[config.mk]
export PLATFORM = sky130hd
export DESIGN_NAME = vrail_stepper
export DESIGN_NICKNAME = d
export VERILOG_FILES = /design/src/rtl/vrail_pkg.sv /design/src/rtl/vrail_code_clamp.sv /design/src/rtl/vrail_settle_timer.sv /design/src/rtl/vrail_spi_tx.sv /design/src/rtl/vrail_stepper.sv
export SDC_FILE = /design/constraint.sdc
export NUM_CORES = 1
export LEC_CHECK = 0
export ABC_CLOCK_PERIOD_IN_PS = 4700
export BUFFER_PORTS_ARGS = -buffer_cell sky130_fd_sc_hd__buf_2
export CORE_MARGIN = 5
export CORE_UTILIZATION = 60
export DETAILED_ROUTE_END_ITERATION = 10
export PLACE_DENSITY = 0.89
export SLEW_MARGIN = 20
export SYNTH_ARGS = -nofsm -noshare
export SYNTH_HDL_FRONTEND = slang
export SYNTH_SLANG_ARGS = --single-unit
[constraint.sdc]
create_clock -name clk -period 4.7 [get_ports clk]
set_clock_uncertainty 0.1 [all_clocks]
set_input_delay 0.94 -clock clk [delete_from_list [all_inputs] [get_ports clk]]
set_output_delay 0.94 -clock clk [all_outputs]
set_load 0.02 [all_outputs]
[src/rtl/vrail_pkg.sv]
package vrail_pkg;

    typedef enum logic [2:0] {
        ST_INIT_TX,
        ST_INIT_SETTLE,
        ST_IDLE,
        ST_EVAL,
        ST_TX,
        ST_SETTLE,
        ST_DONE
    } vstep_state_e;

endpackage

[src/rtl/vrail_code_clamp.sv]
module vrail_code_clamp #(
    parameter int CODE_W  = 8,
    parameter int CODE_LO = 0,
    parameter int CODE_HI = 96
) (
    input  logic [CODE_W-1:0] raw_code,
    output logic [CODE_W-1:0] safe_code
);
    localparam logic [CODE_W-1:0] LO_C = CODE_W'(CODE_LO);
    localparam logic [CODE_W-1:0] HI_C = CODE_W'(CODE_HI);

    always_comb begin
        if (int'(raw_code) < CODE_LO) begin
            safe_code = LO_C;
        end else if (int'(raw_code) > CODE_HI) begin
            safe_code = HI_C;
        end else begin
            safe_code = raw_code;
        end
    end
endmodule

[src/rtl/vrail_settle_timer.sv]
module vrail_settle_timer #(
    parameter int SETTLE_CYC = 2000
) (
    input  logic clk,
    input  logic rst_n,
    input  logic run,
    output logic expired
);
    localparam int CNT_W = $clog2(SETTLE_CYC + 1);
    localparam logic [CNT_W-1:0] LAST_C = CNT_W'(SETTLE_CYC - 1);

    logic [CNT_W-1:0] cnt_q;

    assign expired = run && (cnt_q == LAST_C);

    always_ff @(posedge clk or negedge rst_n) begin
        if (!rst_n) begin
            cnt_q <= '0;
        end else if (!run) begin
            cnt_q <= '0;
        end else if (!expired) begin
            cnt_q <= cnt_q + 1'b1;
        end
    end
endmodule

[src/rtl/vrail_spi_tx.sv]
module vrail_spi_tx #(
    parameter int FRAME_W   = 16,
    parameter int SCLK_HALF = 4
) (
    input  logic               clk,
    input  logic               rst_n,
    input  logic               start,
    input  logic [FRAME_W-1:0] frame_data,
    output logic               ready,
    output logic               frame_done,
    output logic               sclk,
    output logic               mosi,
    output logic               cs_n
);
    localparam int DIV_W = $clog2(SCLK_HALF + 1);
    localparam int BIT_W = $clog2(FRAME_W);
    localparam logic [DIV_W-1:0] DIV_LAST = DIV_W'(SCLK_HALF - 1);
    localparam logic [BIT_W-1:0] BIT_LAST = BIT_W'(FRAME_W - 1);

    logic               active_q;
    logic               sclk_q;
    logic [DIV_W-1:0]   div_q;
    logic [BIT_W-1:0]   bit_q;
    logic [FRAME_W-1:0] shreg_q;
    logic               half_end;

    assign half_end   = (div_q == DIV_LAST);
    assign frame_done = active_q && half_end && sclk_q && (bit_q == BIT_LAST);
    assign ready      = !active_q;
    assign sclk       = sclk_q;
    assign cs_n       = !active_q;
    assign mosi       = active_q && shreg_q[FRAME_W-1];

    always_ff @(posedge clk or negedge rst_n) begin
        if (!rst_n) begin
            active_q <= 1'b0;
            sclk_q   <= 1'b0;
            div_q    <= '0;
            bit_q    <= '0;
            shreg_q  <= '0;
        end else if (!active_q) begin
            if (start) begin
                active_q <= 1'b1;
                sclk_q   <= 1'b0;
                div_q    <= '0;
                bit_q    <= '0;
                shreg_q  <= frame_data;
            end
        end else if (half_end) begin
            div_q <= '0;
            if (!sclk_q) begin
                sclk_q <= 1'b1;
            end else begin
                sclk_q <= 1'b0;
                if (bit_q == BIT_LAST) begin
                    active_q <= 1'b0;
                end else begin
                    bit_q   <= bit_q + 1'b1;
                    shreg_q <= {shreg_q[FRAME_W-2:0], 1'b0};
                end
            end
        end else begin
            div_q <= div_q + 1'b1;
        end
    end
endmodule

[src/rtl/vrail_stepper.sv]
module vrail_stepper #(
    parameter int                CODE_W     = 8,
    parameter int                CMD_W      = 8,
    parameter logic [CMD_W-1:0]  CMD_BYTE   = 8'h3C,
    parameter int                CODE_LO    = 0,
    parameter int                CODE_HI    = 96,
    parameter int                SCLK_HALF  = 4,
    parameter int                SETTLE_CYC = 2000
) (
    input  logic              clk,
    input  logic              rst_n,
    input  logic              req,
    input  logic [CODE_W-1:0] target_code,
    output logic              busy,
    output logic              done,
    output logic              spi_sclk,
    output logic              spi_mosi,
    output logic              spi_cs_n
);
    import vrail_pkg::*;

    localparam int FRAME_W = CMD_W + CODE_W;

    vstep_state_e      state_q, state_d;
    logic [CODE_W-1:0] cur_code_q;
    logic [CODE_W-1:0] tgt_code_q;
    logic [CODE_W-1:0] clamp_code;
    logic [CODE_W-1:0] eff_tgt;
    logic              in_init;
    logic              accept_req;
    logic              spi_ready;
    logic              spi_start;
    logic              frame_done;
    logic              settle_run;
    logic              settle_expired;

    vrail_code_clamp #(
        .CODE_W (CODE_W),
        .CODE_LO(CODE_LO),
        .CODE_HI(CODE_HI)
    ) clamp_i (
        .raw_code (target_code),
        .safe_code(clamp_code)
    );

    vrail_spi_tx #(
        .FRAME_W  (FRAME_W),
        .SCLK_HALF(SCLK_HALF)
    ) spi_i (
        .clk       (clk),
        .rst_n     (rst_n),
        .start     (spi_start),
        .frame_data({CMD_BYTE, cur_code_q}),
        .ready     (spi_ready),
        .frame_done(frame_done),
        .sclk      (spi_sclk),
        .mosi      (spi_mosi),
        .cs_n      (spi_cs_n)
    );

    vrail_settle_timer #(
        .SETTLE_CYC(SETTLE_CYC)
    ) settle_i (
        .clk    (clk),
        .rst_n  (rst_n),
        .run    (settle_run),
        .expired(settle_expired)
    );

    assign in_init    = (state_q == ST_INIT_TX) || (state_q == ST_INIT_SETTLE);
    assign accept_req = req && !in_init;
    assign eff_tgt    = accept_req ? clamp_code : tgt_code_q;

    // next-state logic
    always_comb begin
        state_d = state_q;
        unique case (state_q)
            ST_INIT_TX:     if (frame_done) state_d = ST_INIT_SETTLE;
            ST_INIT_SETTLE: if (settle_expired) state_d = ST_IDLE;
            ST_IDLE:        if (req) state_d = ST_EVAL;
            ST_EVAL:        state_d = (cur_code_q == eff_tgt) ? ST_DONE : ST_TX;
            ST_TX:          if (frame_done) state_d = ST_SETTLE;
            ST_SETTLE:      if (settle_expired) state_d = ST_EVAL;
            ST_DONE:        state_d = req ? ST_EVAL : ST_IDLE;
            default:        state_d = ST_IDLE;
        endcase
    end

    // state register
    always_ff @(posedge clk or negedge rst_n) begin
        if (!rst_n) begin
            state_q <= ST_INIT_TX;
        end else begin
            state_q <= state_d;
        end
    end

    // datapath registers: target and present wiper code
    always_ff @(posedge clk or negedge rst_n) begin
        if (!rst_n) begin
            cur_code_q <= '0;
            tgt_code_q <= CODE_W'(CODE_LO);
        end else begin
            if (accept_req) begin
                tgt_code_q <= clamp_code;
            end
            if ((state_q == ST_EVAL) && (cur_code_q != eff_tgt)) begin
                if (cur_code_q < eff_tgt) begin
                    cur_code_q <= cur_code_q + 1'b1;
                end else begin
                    cur_code_q <= cur_code_q - 1'b1;
                end
            end
        end
    end

    // outputs
    always_comb begin
        busy       = 1'b1;
        done       = 1'b0;
        spi_start  = 1'b0;
        settle_run = 1'b0;
        unique case (state_q)
            ST_INIT_TX:     spi_start = spi_ready;
            ST_INIT_SETTLE: settle_run = 1'b1;
            ST_IDLE:        busy = 1'b0;
            ST_EVAL:        busy = 1'b1;
            ST_TX:          spi_start = spi_ready;
            ST_SETTLE:      settle_run = 1'b1;
            ST_DONE: begin
                busy = 1'b0;
                done = 1'b1;
            end
            default:        busy = 1'b0;
        endcase
    end
endmodule

==> qor.yml <==
status: "finished clean"
grt_max_degree: 56
fmax_ghz: 0.239
netSwitchingPower_uw: 160
finalSetupViolCount: 0
wire_per_inst_um: 14.5
dp_hpwl_um: 3640
startpoint: "target_code[0]"
rsz0062_at_grt: "false"
worstPathRequired_ns: 4.83
clock_path_buffers: 2
hold_viol: 0
clkTransAtPathRegs_ns: 0.09
syn-cell-area_mm2: 0.00284
grt_pass1_wl_um: 8870
clock_sinks: 55
maxCapViolations: 0
relSlewSlack: 0.502
synth_area_per_cell_um2: 10.2
grt_pass1_vias: 1926
synthDistinctLibCells: 44
seqPwrFrac: 0.640
path_cells: "buf_2, nor3_1, nand2_1, a311oi_1, buf_4, a22oi_1, ha_1, nor2b_1, o211ai_1, a211oi_1, a211o_1, buf_4, ha_1, a21oi_1, o21ai_0, a21oi_1, nand2_1, mux2i_1, xor2_1"
cts_root_buf: "clkbuf_8"
die_x_um: 78.8
multi_input_comb_area_mm2: 0.00134
path_class: "primary input to flop"
tightest_slew_ns: 0.747
p_per_area_mw_per_mm2: 243
die_h_um: 78.8
yosysWarnings: 0
crit_buf_inv: 3
core_area_mm2: 0.00466
grt-ovfl-total: 0
synth_top_area_frac: 0.485
holdBufCountCts: 0
start_util: 0.609
vias_per_cell: 5.73
num_antenna_cells: 0
htreeDepth: 2
regArea_mm2: 0.00138
dr.pass1.iters: 4
post-place-ws_ns: 0.214
clk_latency_ns: 0.31
fin_nets: 326
switching_share: 0.217
die_area_mm2: 0.00621
num_vias: 2007
ioPinCount: 16
grt_usage: 0.183
cts_buffers: 5
worstPathArrival_ns: 4.32
hp-class: "flop to flop"
synthCells: 279
detail-route-antenna-nets: 0
ir_drop_mv: 0.148
tns_ns: 0
core.rowCount: 25
syn-num-nets: 309
period_needed_ns: 4.19
fill_cells: 357
timing.rr.start: "state_q[1]"
postCtsSetupRepairBufs: 0
antenna_found_initial: 0
worstHoldStart: "tgt_code_q[7]"
mostFrequentLayoutCells: "55 x dfrtp_1, 32 x nand2_1, 25 x nor2_1"
portBuffers: 15
layout_commonest_cell: "dfrtp_1"
synth.ff_latch_count: 55
slew_violations: 0
path_delay_family: "compound AO/OA/AOI/OAI gates"
intPower_uw: 579
yosysSeqAreaShare: 0.485
cts_resized: 0
drc: 0
crit_slowest_cell: "ha_1"
finalWorstSetupSlack_ns: 0.510
clkPwrFrac: 0.340
totalWireLength_um: 5090
timing.final.crit_share: 0.892
p_leak_nw: 1.41
layout-drive-gt1-share: 0.139
critPathLaunchType: "primary input"
syn_to_final_growth_pct: 7.05
cts_tree: "yes"
worst-path-max-fanout: 7
endpoint_kind: "flop"
place.gp.congestion: 0.788
max_stage_delay_ns: 0.35
comb_power_share: 0.020
drt_iter0_drc: 152
synth_top_cell_by_area: "dfrtp_1"
synthTopCellsByArea: "dfrtp_1 48%, ha_1 7.9%, nand2_1 4.2%"
==> path summary, 6_finish.rpt <==
| kind | end | slack (ns) | depth (start not counted) |
|---|---|---|---|
| worst max-delay path | cur_code_q[7] | 0.51 | 19 |
| max in group asynchronous | cur_code_q[2] | 3.42 | 2 |
| worst min register to register | tgt_code_q[7] | 0.39 | 2 |
| min in group asynchronous | spi_i.bit_q[1] | 0.63 | 2 |
| worst min-delay path | tgt_code_q[7] | 0.39 | 2 |
| worst max register to register | cur_code_q[7] | 0.63 | 17 |
==> sequential cells by signal (all words and copies together) (netlist names) <==
name            cells
settle_i.cnt_q     11
spi_i.div_q         3
spi_i.bit_q         4
spi_i.shreg_q      16
cur_code_q          8
state_q             3
spi_i.sclk          1
tgt_code_q          8
spi_i.active_q      1
==> per-stage QoR <==
stage,utilization,instance area [um^2],power [mW],instances,hold WS [ns]
3_3_place_gp,0.635,2960,0.498,343,0.358
4_1_cts,0.652,3040,0.748,350,0.394
2_1_floorplan,-,2840,0.483,279,0.332
5_1_grt,0.652,3040,0.767,350,0.422
6_report,0.652,3040,0.739,350,0.388
3_5_place_dp,0.635,2960,0.498,343,0.373
==> layout make-up <==
class,instances,area share
timing repair buffer,21,0.0395
sequential,55,0.453
clock buffer,5,0.0226
inverter,14,0.0173
multi-input combinational,199,0.441
tap,54,0.0222
clock inverter,2,0.00453
==> synth_stat cells <==
cell and instances:
a21o_1 2, nand3_1 7, or3_1 2, nand2_1 32, clkbuf_1 3, o22ai_1 1
o21ai_0 21, xnor2_1 5, a22o_2 4, nor3_1 4, nand2b_1 3, a31oi_1 6
a22o_1 1, nor2b_1 1, ha_1 18, nand2b_4 1, nor2_1 25, and4_4 1
nand4_1 4, buf_2 5, mux2_2 6, or2_1 1, and2_1 1, and3b_1 1
o211ai_1 1, mux2i_1 10, fa_1 1, o21bai_1 1, a22oi_1 4, or3b_1 1
a211oi_1 3, xor2_1 8, nor2b_4 1, a311oi_1 1, and4_1 1, nand3b_1 2
o31ai_1 1, dfrtp_1 55, and3_1 2, o21a_1 1, a21oi_1 13, inv_1 14
a211o_1 1, buf_6 3
==> routing by layer <==
layer / part of all wire / vias to the layer above / track usage
met5: 0 / - / 0
met1: 0.46 / 972 / 0.236
met2: 0.50 / 25 / 0.297
li1: - / 1003 / -
met3: 0.031 / 7 / 0.0420
met4: 0.015 / 0 / 0.0769
==> power by group through the flow <==
stage	logic, mW	clock network, mW	registers (mW)
floorplan	0.000857	0	0.482
global placement	0.0159	0	0.482
detailed placement	0.0157	0	0.482
CTS	0.0157	0.259	0.473
global route	0.0181	0.276	0.473
finish	0.0150	0.251	0.473
==> kinds of logic after synthesis <==
logic type               after synthesis  synth area share
AND/OR/NAND/NOR                       90             0.154
multiplexers                          16            0.0590
flip-flops                            55             0.485
AO/OA/AOI/OAI                         61             0.133
XOR/XNOR                              13            0.0401
adder cells (fa/ha/maj)               19            0.0863
buffers and inverters                 25            0.0432
==> worst min-delay path, delay by kind of cell (launching register included) <==
family                 cells  cell delay [ns]
buffers and inverters      1             0.06
DFF                        1             0.33
and+or+nand+nor            1             0.07
(Power assumes the default switching activity.)
